--- src/rtl/rotmask_pkg.sv ---
package rotmask_pkg;
  typedef enum logic [2:0] {
    OP_ROT_AND = 3'd0,
    OP_ROT_INS = 3'd1,
    OP_SHL     = 3'd2,
    OP_SHR     = 3'd3,
    OP_SAR     = 3'd4
  } rm_op_e;

  localparam logic [3:0] CC_NEG  = 4'b1000;
  localparam logic [3:0] CC_POS  = 4'b0100;
  localparam logic [3:0] CC_ZERO = 4'b0010;
  localparam logic [3:0] CC_NONE = 4'b0000;
endpackage

--- src/rtl/rotmask_ctrl.sv ---
module rotmask_ctrl
  import rotmask_pkg::*;
#(
  parameter int W   = 32,
  localparam int SHW = $clog2(W)
) (
  input  logic [2:0]     op_sel,
  input  logic           amt_sel,
  input  logic [SHW-1:0] amt_imm,
  input  logic [W-1:0]   amt_reg,
  input  logic [SHW-1:0] mb_in,
  input  logic [SHW-1:0] me_in,
  output logic [SHW-1:0] rot_amt,
  output logic [SHW-1:0] mb,
  output logic [SHW-1:0] me,
  output logic           kill,
  output logic           sar,
  output logic           ins
);
  logic [SHW:0]   n_full;
  logic [SHW-1:0] k;
  logic           big;

  always_comb begin
    n_full = amt_sel ? amt_reg[SHW:0] : {1'b0, amt_imm};
    k      = n_full[SHW-1:0];
    big    = n_full[SHW];
    rot_amt = k;
    mb   = mb_in;
    me   = me_in;
    kill = 1'b0;
    sar  = 1'b0;
    ins  = 1'b0;
    case (rm_op_e'(op_sel))
      OP_ROT_INS: ins = 1'b1;
      OP_SHL: begin
        mb   = '0;
        me   = SHW'(W - 1 - int'(k));
        kill = big;
      end
      OP_SHR, OP_SAR: begin
        rot_amt = SHW'(W - int'(k));
        mb   = k;
        me   = '1;
        kill = big;
        sar  = (rm_op_e'(op_sel) == OP_SAR);
      end
      default: ;
    endcase
  end
endmodule

--- src/rtl/rotmask_maskgen.sv ---
module rotmask_maskgen #(
  parameter int W   = 32,
  localparam int SHW = $clog2(W)
) (
  input  logic [SHW-1:0] mb,
  input  logic [SHW-1:0] me,
  input  logic           kill,
  output logic [W-1:0]   mask
);
  logic wrap;
  assign wrap = (mb > me);

  for (genvar i = 0; i < W; i++) begin : g_bit
    localparam logic [SHW-1:0] IDX = SHW'(i);
    logic ge_b, le_e;
    assign ge_b = (IDX >= mb);
    assign le_e = (IDX <= me);
    assign mask[W-1-i] = !kill && (wrap ? (ge_b || le_e) : (ge_b && le_e));
  end
endmodule

--- src/rtl/rotmask_rotl.sv ---
module rotmask_rotl #(
  parameter int W   = 32,
  localparam int SHW = $clog2(W)
) (
  input  logic [W-1:0]   din,
  input  logic [SHW-1:0] amt,
  output logic [W-1:0]   dout
);
  logic [W-1:0] stage [0:SHW];
  assign stage[0] = din;

  for (genvar g = 0; g < SHW; g++) begin : g_stage
    localparam int S = 1 << g;
    assign stage[g+1] = amt[g] ? {stage[g][W-1-S:0], stage[g][W-1:W-S]} : stage[g];
  end

  assign dout = stage[SHW];
endmodule

--- src/rtl/rotmask_ccgen.sv ---
module rotmask_ccgen
  import rotmask_pkg::*;
#(
  parameter int W = 32
) (
  input  logic [W-1:0] value,
  input  logic         record,
  output logic [3:0]   cc
);
  always_comb begin
    if (!record)            cc = CC_NONE;
    else if (value[W-1])    cc = CC_NEG;
    else if (value != '0)   cc = CC_POS;
    else                    cc = CC_ZERO;
  end
endmodule

--- src/rtl/rotmask_unit.sv ---
module rotmask_unit #(
  parameter int W   = 32,
  localparam int SHW = $clog2(W)
) (
  input  logic           clk,
  input  logic           rst_n,
  input  logic           in_valid,
  output logic           in_ready,
  input  logic [2:0]     op_sel,
  input  logic           amt_sel,
  input  logic [SHW-1:0] amt_imm,
  input  logic [W-1:0]   amt_reg,
  input  logic [SHW-1:0] mask_begin,
  input  logic [SHW-1:0] mask_end,
  input  logic [W-1:0]   src_word,
  input  logic [W-1:0]   dest_word,
  input  logic           record,
  output logic           out_valid,
  input  logic           out_ready,
  output logic [W-1:0]   out_result,
  output logic [3:0]     out_cc
);
  logic [SHW-1:0] rot_amt, mb, me;
  logic           kill, sar, ins;
  logic [W-1:0]   mask, rotated, fill, merged;
  logic [3:0]     cc_next;
  logic           accept;

  rotmask_ctrl #(.W(W)) u_ctrl (
    .op_sel(op_sel), .amt_sel(amt_sel), .amt_imm(amt_imm), .amt_reg(amt_reg),
    .mb_in(mask_begin), .me_in(mask_end),
    .rot_amt(rot_amt), .mb(mb), .me(me), .kill(kill), .sar(sar), .ins(ins)
  );

  rotmask_maskgen #(.W(W)) u_mask (
    .mb(mb), .me(me), .kill(kill), .mask(mask)
  );

  rotmask_rotl #(.W(W)) u_rot (
    .din(src_word), .amt(rot_amt), .dout(rotated)
  );

  assign fill   = sar ? ({W{src_word[W-1]}} & ~mask) : '0;
  assign merged = ins ? ((rotated & mask) | (dest_word & ~mask))
                      : ((rotated & mask) | fill);

  rotmask_ccgen #(.W(W)) u_cc (
    .value(merged), .record(record), .cc(cc_next)
  );

  assign in_ready = !out_valid || out_ready;
  assign accept   = in_valid && in_ready;

  always_ff @(posedge clk or negedge rst_n) begin
    if (!rst_n) begin
      out_valid  <= 1'b0;
      out_result <= '0;
      out_cc     <= '0;
    end else begin
      if (accept) begin
        out_valid  <= 1'b1;
        out_result <= merged;
        out_cc     <= cc_next;
      end else if (out_ready) begin
        out_valid  <= 1'b0;
      end
    end
  end
endmodule


--- config.mk ---
export PLATFORM = sky130hd
export DESIGN_NAME = rotmask_unit
export DESIGN_NICKNAME = d
export VERILOG_FILES = /design/src/rtl/rotmask_pkg.sv /design/src/rtl/rotmask_ctrl.sv /design/src/rtl/rotmask_maskgen.sv /design/src/rtl/rotmask_rotl.sv /design/src/rtl/rotmask_ccgen.sv /design/src/rtl/rotmask_unit.sv
export SDC_FILE = /design/constraint.sdc
export NUM_CORES = 1
export LEC_CHECK = 0
export BUFFER_PORTS_ARGS = -buffer_cell sky130_fd_sc_hd__buf_2
export CORE_MARGIN = 2
export CORE_UTILIZATION = 32
export CTS_CLUSTER_SIZE = 20
export DETAILED_ROUTE_END_ITERATION = 12
export GPL_TIMING_DRIVEN = 1
export PLACE_DENSITY = 0.51
export SLEW_MARGIN = 20
export SYNTH_ARGS = -nofsm -noshare
export SYNTH_HDL_FRONTEND = slang
export SYNTH_SLANG_ARGS = --single-unit
export TNS_END_PERCENT = 100
--- constraint.sdc ---
create_clock -name clk -period 4.1 [get_ports clk]
set_input_delay 0.82 -clock clk [delete_from_list [all_inputs] [get_ports clk]]
set_output_delay 0.82 -clock clk [all_outputs]
set_load 0.05 [all_outputs]
Yosys cells after proc, flatten, opt, wreduce, memory -nomap -nowiden. Cells that the tools add are included.

Multiplexer cells: 51. Reduce and logical (&&, ||, !) cells: 104. Equality and inequality tests: 4. Add/sub/neg operators: 2. Bitwise logic cells: 6. Order comparisons: 65.

Operators with widths (number): 32-bit 2-to-1 mux (7); 32-bit AND (3); 5-bit >= comparator, first input constant (16); 5-bit less-or-equal comparator, first input constant (16); 1-bit logical AND (65); 32-bit OR (2); 4-bit by 5-bit >= comparator with 1-bit output, first input constant (8); 4-bit by 5-bit less-or-equal comparator with 1-bit output, first input constant (8); 1-bit 2-to-1 mux (37); 1-bit logical OR (33); 32-bit inverter (1); 32-bit nonzero test (1); 3-bit by 5-bit >= comparator with 1-bit output, first input constant (4); 3-bit by 5-bit less-or-equal comparator with 1-bit output, first input constant (4); 5-bit case mux with 2 select lines (2); 1-bit by 5-bit >= comparator with 1-bit output, first input constant (2); 2-bit by 5-bit >= comparator with 1-bit output, first input constant (2); 1-bit by 5-bit less-or-equal comparator with 1-bit output, first input constant (2); 2-bit by 5-bit less-or-equal comparator with 1-bit output, first input constant (2); 4-bit 2-to-1 mux (2); 3-bit by 2-bit equality test with 1-bit output, second input constant (2); 6-bit 2-to-1 mux (1); 5-bit greater-than comparator (1); 5-bit 2-to-1 mux (1); 9 further kinds (10).

Output and inout port bits: 38. Register bits after elaboration: 37.

Depth between registers and ports, before layout. Gate-level depths: netlist of the first run.

Depth in word-level cells: 16. Mapped depth: 21.

Hierarchy. A second synthesis of the first run with hierarchy kept.

Cell total of the unflattened synthesis: 570. Area total of the unflattened synthesis: 5900.7 sq um.

Modules (own cells, without submodules): rotmask_unit (area each 2183.3 sq um, times used 1, cells an instance 183); rotmask_rotl (area each 1948.1 sq um, times used 1, cells an instance 116); rotmask_maskgen (area each 1171.1 sq um, times used 1, cells an instance 187); rotmask_ctrl (area each 491.7 sq um, times used 1, cells an instance 68); rotmask_ccgen (area each 106.4 sq um, times used 1, cells an instance 16).

Worst setup path before layout of the first run. Ideal clock, no wire load.

Kind: input to register. Start: in op_sel[1]. End: reg out_cc[2]. Required time: 3970 ps. Buffers on the path: 3. Setup slack: -667 ps. Stages on the path: 19. Arrival time: 4637 ps. Cell sequence: buf_2 > nor3b_1 > clkbuf_1 > mux2i_1 > nand2_1 > inv_1 > ha_1 > nor2b_1 > o32a_1 > nor4_1 > a211oi_4 > buf_6 > maj3_1 > a221oi_1 > a31oi_1 > nor4_1 > nand4_1 > nor2_1 > o31ai_1.

Cells in the longest elaborated chain, start to end: 16.

RTL lines: start, declared (line rotmask_unit.sv:9) `input logic [2:0] op_sel,`; 3-bit by 2-bit equality test with 1-bit output or 3-bit equality test (tied branches) (line rotmask_ctrl.sv:34, rotmask_ctrl.sv:46); 2-bit OR reduction (line rotmask_ctrl.sv:34) `case (rm_op_e'(op_sel))`; 5-bit case mux with 2 select lines (line rotmask_ctrl.sv:34); 5-bit >= comparator (tied with other cells) (line rotmask_maskgen.sv:16) `assign ge_b = (IDX >= mb);`; 1-bit logical AND or 1-bit logical OR (tied branches) (line rotmask_maskgen.sv:18) `assign mask[W-1-i] = !kill && (wrap ? (ge_b || le_e) : (ge_b && le_e));`; 1-bit 2-to-1 mux (line rotmask_maskgen.sv:18); 1-bit logical AND (line rotmask_maskgen.sv:18); 32-bit inverter (line rotmask_unit.sv:43, rotmask_unit.sv:44); 32-bit AND (line rotmask_unit.sv:43) `assign fill = sar ? ({W{src_word[W-1]}} & ~mask) : '0;`; 32-bit 2-to-1 mux (line rotmask_unit.sv:43); 32-bit OR (line rotmask_unit.sv:45) `: ((rotated & mask) | fill);`; 32-bit 2-to-1 mux (*) (line rotmask_unit.sv:44) `assign merged = ins ? ((rotated & mask) | (dest_word & ~mask))`; 32-bit nonzero test (line rotmask_ccgen.sv:13) `else if (value != '0) cc = CC_POS;`; 3-bit 2-to-1 mux (line rotmask_ccgen.sv:13); 4-bit 2-to-1 mux (*) (line rotmask_ccgen.sv:12) `else if (value[W-1]) cc = CC_NEG;`; 4-bit 2-to-1 mux (*) (line rotmask_ccgen.sv:11) `if (!record) cc = CC_NONE;`; end signal, assigned (line rotmask_unit.sv:63) `out_cc <= cc_next;`; end, declared (line rotmask_unit.sv:21) `output logic [3:0] out_cc`.

Every way passes the cells marked *; elsewhere a longest branch is shown, timed or not. A chain may end at the register's enable or synchronous reset.

Final worst setup path of the first run.
Start: in amt_sel. End: reg out_cc[1].

Cells in the longest elaborated chain, start to end: 16.

RTL lines: start, declared (line rotmask_unit.sv:10) `input logic amt_sel,`; 6-bit 2-to-1 mux (*) (line rotmask_ctrl.sv:25) `n_full = amt_sel ? amt_reg[SHW:0] : {1'b0, amt_imm};`; 5-bit subtractor (line rotmask_ctrl.sv:38) `me = SHW'(W - 1 - int'(k));`; 5-bit case mux with 2 select lines (line rotmask_ctrl.sv:34); 5-bit less-or-equal comparator (tied with other cells) (line rotmask_maskgen.sv:17) `assign le_e = (IDX <= me);`; 1-bit logical AND or 1-bit logical OR (tied branches) (line rotmask_maskgen.sv:18); 1-bit 2-to-1 mux (line rotmask_maskgen.sv:18); 1-bit logical AND (line rotmask_maskgen.sv:18); 32-bit inverter (line rotmask_unit.sv:43, rotmask_unit.sv:44); 32-bit AND (line rotmask_unit.sv:43); 32-bit 2-to-1 mux (line rotmask_unit.sv:43); 32-bit OR (line rotmask_unit.sv:45); 32-bit 2-to-1 mux (*) (line rotmask_unit.sv:44); 32-bit nonzero test (line rotmask_ccgen.sv:13); 3-bit 2-to-1 mux (line rotmask_ccgen.sv:13); 4-bit 2-to-1 mux (*) (line rotmask_ccgen.sv:12); 4-bit 2-to-1 mux (*) (line rotmask_ccgen.sv:11).

Marked as above.

==> results of run 1 <==
[Yosys cell counts (all sizes together), types with 4 or more instances]
cell	instances
a2111oi	4
a211oi	6
a21o	6
a21oi	49
a221oi	16
a31oi	16
and2	6
and3	5
buf	24
clkbuf	32
dfrtp	36
ha	4
inv	7
maj3	16
mux2	5
mux2i	121
mux4	33
nand2	114
nand3	16
nand4	5
nor2	24
nor3	8
nor4	11
o211ai	4
o21a	6
o21ai	26
o22ai	6
o31ai	5
or2	4
xnor2	6
[per-stage QoR]
step           TNS, ps  cell area (sq um)  utilization  hold slack [ps]  worst slack, ps
2_1_floorplan   -643.8               5821            -            524.4           -307.9
3_5_place_dp     -3581               7826       0.4509            459.1           -546.0
5_1_grt         -514.3               8474       0.4883            488.9           -188.9
6_report        -104.0               8474       0.4883            467.7           -53.51
4_1_cts         -57.63               8322       0.4795            473.1           -29.55
3_3_place_gp     -2830               7826       0.4509            461.2           -512.0
[report_power, final]
| part | switching, W | leakage, nW | total (W) | internal [W] |
|---|---|---|---|---|
| Sequential | 0.0000488 | 0.461 | 0.000498 | 0.000449 |
| Clock | 0.000135 | 0.0760 | 0.000390 | 0.000255 |
| Combinational | 0.00131 | 3.42 | 0.00233 | 0.00102 |
[path summary, 6_finish.rpt]
check	start	endpoint	slack, ps
max reg2reg	out_valid	out_result[0]	2640
min	out_result[13]	out_result[13]	470
min reg2reg	out_result[13]	out_result[13]	470
max	amt_sel	out_cc[1]	-50
min in group asynchronous	rst_n	out_result[1]	620
max in group asynchronous	rst_n	out_result[20]	2980
[per-layer routing]
| layer | wire length, microns | GRT usage | vias up | part of all wire |
|---|---|---|---|---|
| li1 | - | - | 3122 | - |
| met1 | 9722 | 0.3117 | 3205 | 0.42 |
| met2 | 11490 | 0.4292 | 237 | 0.49 |
| met3 | 1301 | 0.02833 | 51 | 0.056 |
| met4 | 744 | 0.08247 | 0 | 0.032 |
| met5 | 0 | 0 | - | 0 |
[placed cells by master, fill, tap and decap left out, types with 4 or more instances in the layout]
cell type  Yosys  layout
a2111oi_0      4       4
a21o_1         6       6
a21oi_1       48      45
a221oi_2       1      13
a31oi_1       16       9
a31oi_2        0       7
and2_1         4       4
and3_1         5       5
buf_12         0       8
buf_2         14     126
buf_4          3     174
buf_6          4       6
clkbuf_16      0       5
dfrtp_1       36      36
maj3_1        16       6
maj3_2         0      10
mux2_2         5       4
mux2i_1      120     111
mux2i_2        1       7
mux4_2        33      33
nand2_1      114     109
nand2_2        0       4
nand3_1       16      15
nand4_1        5       5
nor2_1        23      18
nor2_2         1       4
nor3_1         8       7
nor4_1        10       4
nor4_2         1       5
o211ai_1       4       4
o21a_1         6       6
o21ai_0       23      23
o22ai_1        6       6
o31ai_1        5       5
xnor2_1        4       4
[tightest hold or removal path: stages, from the launching register on]
cell,delay [ps]
dfrtp_1,330
nand2_1,50
nand2_1,50
[final cells by class]
type | count | area, sq um
Clock buffer | 7 | 152.6
Fill cell | 1678 | 8882
Inverter | 7 | 28.78
Multi-Input combinational cell | 574 | 4931
Sequential cell | 36 | 900.9
Tap cell | 225 | 281.5
Timing Repair Buffer | 315 | 2180
[registers in the layout (all words and copies together) (netlist names)]
register	count
out_result	32
out_cc	3
out_valid	1
[logic make-up (layout without fill, tap and decap cells)]
family	count (synthesis)	in the layout	synth area share
multiplexers	159	159	0.3542
buffers and inverters	63	329	0.05193
adder cells (fa/ha/maj)	20	20	0.03696
other	1	1	0.0006594
AO/OA/AOI/OAI	172	172	0.2055
flip-flops	36	36	0.1584
AND/OR/NAND/NOR	215	215	0.1776
XOR/XNOR	7	7	0.01474
[what timing repair did]
item / 4_1_cts / 5_1_grt
buffers inserted: 15 / 4
pin swaps: 12 / 4
setup endpoints to repair: 2 / 6
gates resized for setup: 49 / 32
cloned: 0 / 0
==> flow_summary.json, run 1 <==
{
  "drive_above_1_share": 0.4814,
  "skew_ps": 1.562,
  "ys_types": 77,
  "viasPerCell": 5.683,
  "vdd_drop_max_uv": 261.2,
  "fin_cells": 1164,
  "crit_arrival_ps": 4370,
  "fin_crit_sh": 1.013,
  "clockBufferDepth": 2,
  "cp.depth": 14,
  "cpMostUsedCell": "mux2i_1",
  "ys_warn_count": 0,
  "min_period_ps": 4154,
  "syn_area_sq_um": 5687,
  "worstPathRequired_ps": 4320,
  "ys_seq_elements": 36,
  "gp_congestion": 0.9468,
  "timing.fmax_mhz": 240.8,
  "hold_viol": 0,
  "synthTopCellsByArea": "mux2i_1, dfrtp_1, mux4_2, nand2_1, a21oi_1",
  "die_h_microns": 137.3,
  "whs_path_depth": 2,
  "synth_top_area_frac": 0.2112,
  "synthArstFlopShare": 1.000,
  "finalSetupViolCount": 2,
  "critPathKind": "in -> reg",
  "fin_nets": 1063,
  "syn_nets": 797,
  "p_total_w": 0.003216,
  "path_buf_inv": 4,
  "r2r_cells": 4,
  "drt_wl_total_microns": 23260,
  "powerDensity_nw_per_um2": 379.5,
  "crit_fanout": 19,
  "placed_cells": 1138,
  "grt_pass1_vias": 6715,
  "synth_edf_count": 0,
  "dr.pass1.iters": 5,
  "synth_ff_type": "dfrtp_1",
  "core_area_sq_um": 17360,
  "num_rows": 48,
  "crit_slowest_cell": "mux4_2",
  "ys_seq_area_frac": 0.1584,
  "drtIter0Drc": 438,
  "finalMaxSlewViolations": 0,
  "start_util": 0.3276,
  "cap_viol_max_count": 0,
  "antenna_found_initial": 0,
  "die_area_sq_um": 18850,
  "num_io_pins": 158,
  "vias": 6615,
  "hold_class": "reg -> reg",
  "leakage_nw": 3.953,
  "end_kind": "flip-flop",
  "max_slew.worst_pin.slew_ps": 779.8,
  "tritoncts": "done",
  "grt_overflow": 0,
  "critPathTopFamily": "multiplexers",
  "finalWorstSetupSlack_ps": -53.51,
  "antenna_cells": 0,
  "grt_use_total": 0.2449,
  "dieWidth_microns": 137.3,
  "grt_max_degree": 37,
  "cts_buffers": 5,
  "netlist.top_cell.by_area": "mux2i_1",
  "hpwl_microns": 19040,
  "crit_chain": "buf_4 -> buf_4 -> mux2i_4 -> buf_4 -> buf_12 -> mux2i_1 -> mux2i_1 -> mux4_2 -> mux2i_1 -> mux2i_1 -> nor4_1 -> nand4_1 -> nor2_1 -> a22o_1",
  "slowest_delay_ps": 530,
  "ant_nets": 0,
  "cts_hold_buf": 0,
  "status": "complete, but fails checks",
  "clk_latency_ps": 280,
  "clock_sinks": 36,
  "portBuffers": 130,
  "critPathLaunchType": "input port",
  "avgSynthCellArea_sq_um": 8.450,
  "remaining_drc_errors": 0,
  "grt_pass1_wl_microns": 35850,
  "violations": "setup timing",
  "cts-root-buf": "clkbuf_16",
  "wire_per_inst_microns": 19.98,
  "rsz0062_at_grt": "true",
  "htreeDepth": 2,
  "slew_headroom": 0.4801,
  "clk_pin_slew_ps": 50,
  "syn-instance-count": 673,
  "area_growth_pct": 49.02
}
Note: power is estimated with default switching activity, not from simulation.
==> inputs of run 2 (changes only) <==
SETUP_SLACK_MARGIN = 0.1   (was default)
==> flow_summary.json, run 2 (synthesis gave the netlist of run 1 again) <==
{
  "status": "complete, but fails checks",
  "violations": "setup timing",
  "clock_sinks": 36,
  "grt_pass1_wl_microns": 37260,
  "hpwl_microns": 19750,
  "portBuffers": 130,
  "grt_use_total": 0.2564,
  "finalWorstSetupSlack_ps": -132.5,
  "end_kind": "flip-flop",
  "die_area_sq_um": 18850,
  "rsz0062_at_grt": "true",
  "fin_nets": 1097,
  "dieWidth_microns": 137.3,
  "largest_reg_flops": 32,
  "gp_congestion": 0.9423,
  "fin_cells": 1198,
  "max_slew.worst_pin.slew_ps": 937.3,
  "drive_above_1_share": 0.5190,
  "ant_nets": 0,
  "critPathLaunchType": "input port",
  "mostFrequentLayoutCells": "buf_4, buf_2, mux2i_1",
  "num_io_pins": 158,
  "post-place-ws_ps": -658.5,
  "nFillCells": 1674,
  "clockBufferDepth": 2,
  "vdd_drop_max_uv": 208.6,
  "htreeDepth": 2,
  "drtIter0Drc": 462,
  "finalMaxSlewViolations": 0,
  "antenna_found_initial": 0,
  "viasPerCell": 5.712,
  "start_util": 0.3276,
  "remaining_drc_errors": 0,
  "finalSetupViolCount": 2,
  "slowest_delay_ps": 390,
  "cap_viol_max_count": 0,
  "cts-root-buf": "clkbuf_16",
  "crit_chain": "buf_8 -> nor3b_4 -> mux2i_2 -> nand2_2 -> buf_4 -> buf_4 -> buf_4 -> buf_4 -> buf_4 -> buf_4 -> buf_4 -> buf_4 -> buf_4 -> buf_4 -> a21o_1 -> maj3_1 -> a221oi_2 -> a31oi_2 -> nor4_2 -> nand4_1 -> nor2_2 -> a22o_1",
  "grt_pass1_vias": 6855,
  "leakage_nw": 4.147,
  "skew_ps": 2.264,
  "grt_max_degree": 37,
  "hold_class": "reg -> reg",
  "crit_slowest_cell": "maj3_1",
  "p_total_w": 0.003313,
  "timing.fmax_mhz": 236.3,
  "num_rows": 48,
  "min_period_ps": 4233,
  "crit_fanout": 3,
  "antenna_cells": 0,
  "die_h_microns": 137.3,
  "powerDensity_nw_per_um2": 372.1,
  "area_growth_pct": 56.55,
  "core_area_sq_um": 17360,
  "worstPathRequired_ps": 4310,
  "dr.pass1.iters": 5,
  "clk_latency_ps": 270,
  "fin_crit_sh": 1.032,
  "crit_arrival_ps": 4450,
  "wire_per_inst_microns": 20.74,
  "setup-tns-final_ps": -257.9,
  "top_regs": "out_result: 32 flops, out_cc: 3 flops, out_valid: 1 flops",
  "critPathKind": "in -> reg",
  "tritoncts": "done",
  "drt_wl_total_microns": 24850,
  "final_common_cell": "buf_4",
  "fin_util": 0.5129,
  "placed_cells": 1147,
  "cpMostUsedCell": "buf_4",
  "slew_headroom": 0.3748,
  "cts_buffers": 5,
  "grt_overflow": 0,
  "hold_viol": 0,
  "top_register": "out_result",
  "cts_hold_buf": 0,
  "vias": 6843,
  "clk_pin_slew_ps": 50
}
[run 2: area by class of cell]
cell class	count	area, sq um	area share
tap	225	281.5	0.03162
inverter	7	28.78	0.003233
clock buffer	6	128.9	0.01448
sequential	36	900.9	0.1012
clock inverter	1	5.005	0.0005622
multi-input combinational	574	5036	0.5657
timing repair buffer	349	2521	0.2832
[run 2: path summary, 6_finish.rpt]
| kind | startpoint | end | slack [ps] | cells after the start |
|---|---|---|---|---|
| hold reg to reg | out_result[22] | out_result[22] | 470 | 2 |
| setup reg to reg | out_valid | out_result[0] | 2010 | 4 |
| setup / recovery | op_sel[2] | out_cc[1] | -130 | 22 |
| min in group asynchronous | rst_n | out_result[4] | 630 | 1 |
| hold / removal | out_result[22] | out_result[22] | 470 | 2 |
| max in group asynchronous | rst_n | out_result[20] | 2980 | 1 |
[run 2: report_power, final]
part	switching, W	total (W)	leakage, nW	internal (W)
Sequential	0.0000509	0.000500	0.461	0.000449
Combinational	0.00137	0.00246	3.62	0.00109
Clock	0.000137	0.000358	0.0667	0.000221
Total	0.00155	0.00331	4.15	0.00176
[run 2: through the flow]
| step | area (sq um) | hold WS (ps) |
|---|---|---|
| after CTS | 8469 | 470.8 |
| final | 8902 | 468.7 |
| after detailed placement | 7889 | 457.1 |
| after floorplan | 5837 | 524.4 |
| after global routing | 8902 | 485.4 |
| after global placement | 7889 | 460.4 |
[run 2: per-layer routing]
layer | global-route usage | wire length (microns) | share of wire | vias up
met5 | 0 | 0 | 0 | -
met4 | 0.06529 | 663 | 0.027 | 0
met3 | 0.04010 | 1467 | 0.059 | 38
met2 | 0.4527 | 12300 | 0.50 | 242
met1 | 0.3256 | 10420 | 0.42 | 3369
li1 | - | - | - | 3194
[run 2: critical path: cells and delay by family]
kind | cells | cell delay, ps
AOI/OAI and AO/OA | 4 | 650
adders and majority gates | 1 | 390
buffers and inverters | 11 | 1350
muxes | 1 | 330
and+or+nand+nor | 5 | 890
[run 2: repair_timing]
action	4_1_cts	5_1_grt
setup buffers	20	24
gates cloned	2	1
resized for setup	62	60
endpoints found under the hold margin	0	0
setup endpoints to repair	19	24
pin swaps	29	49
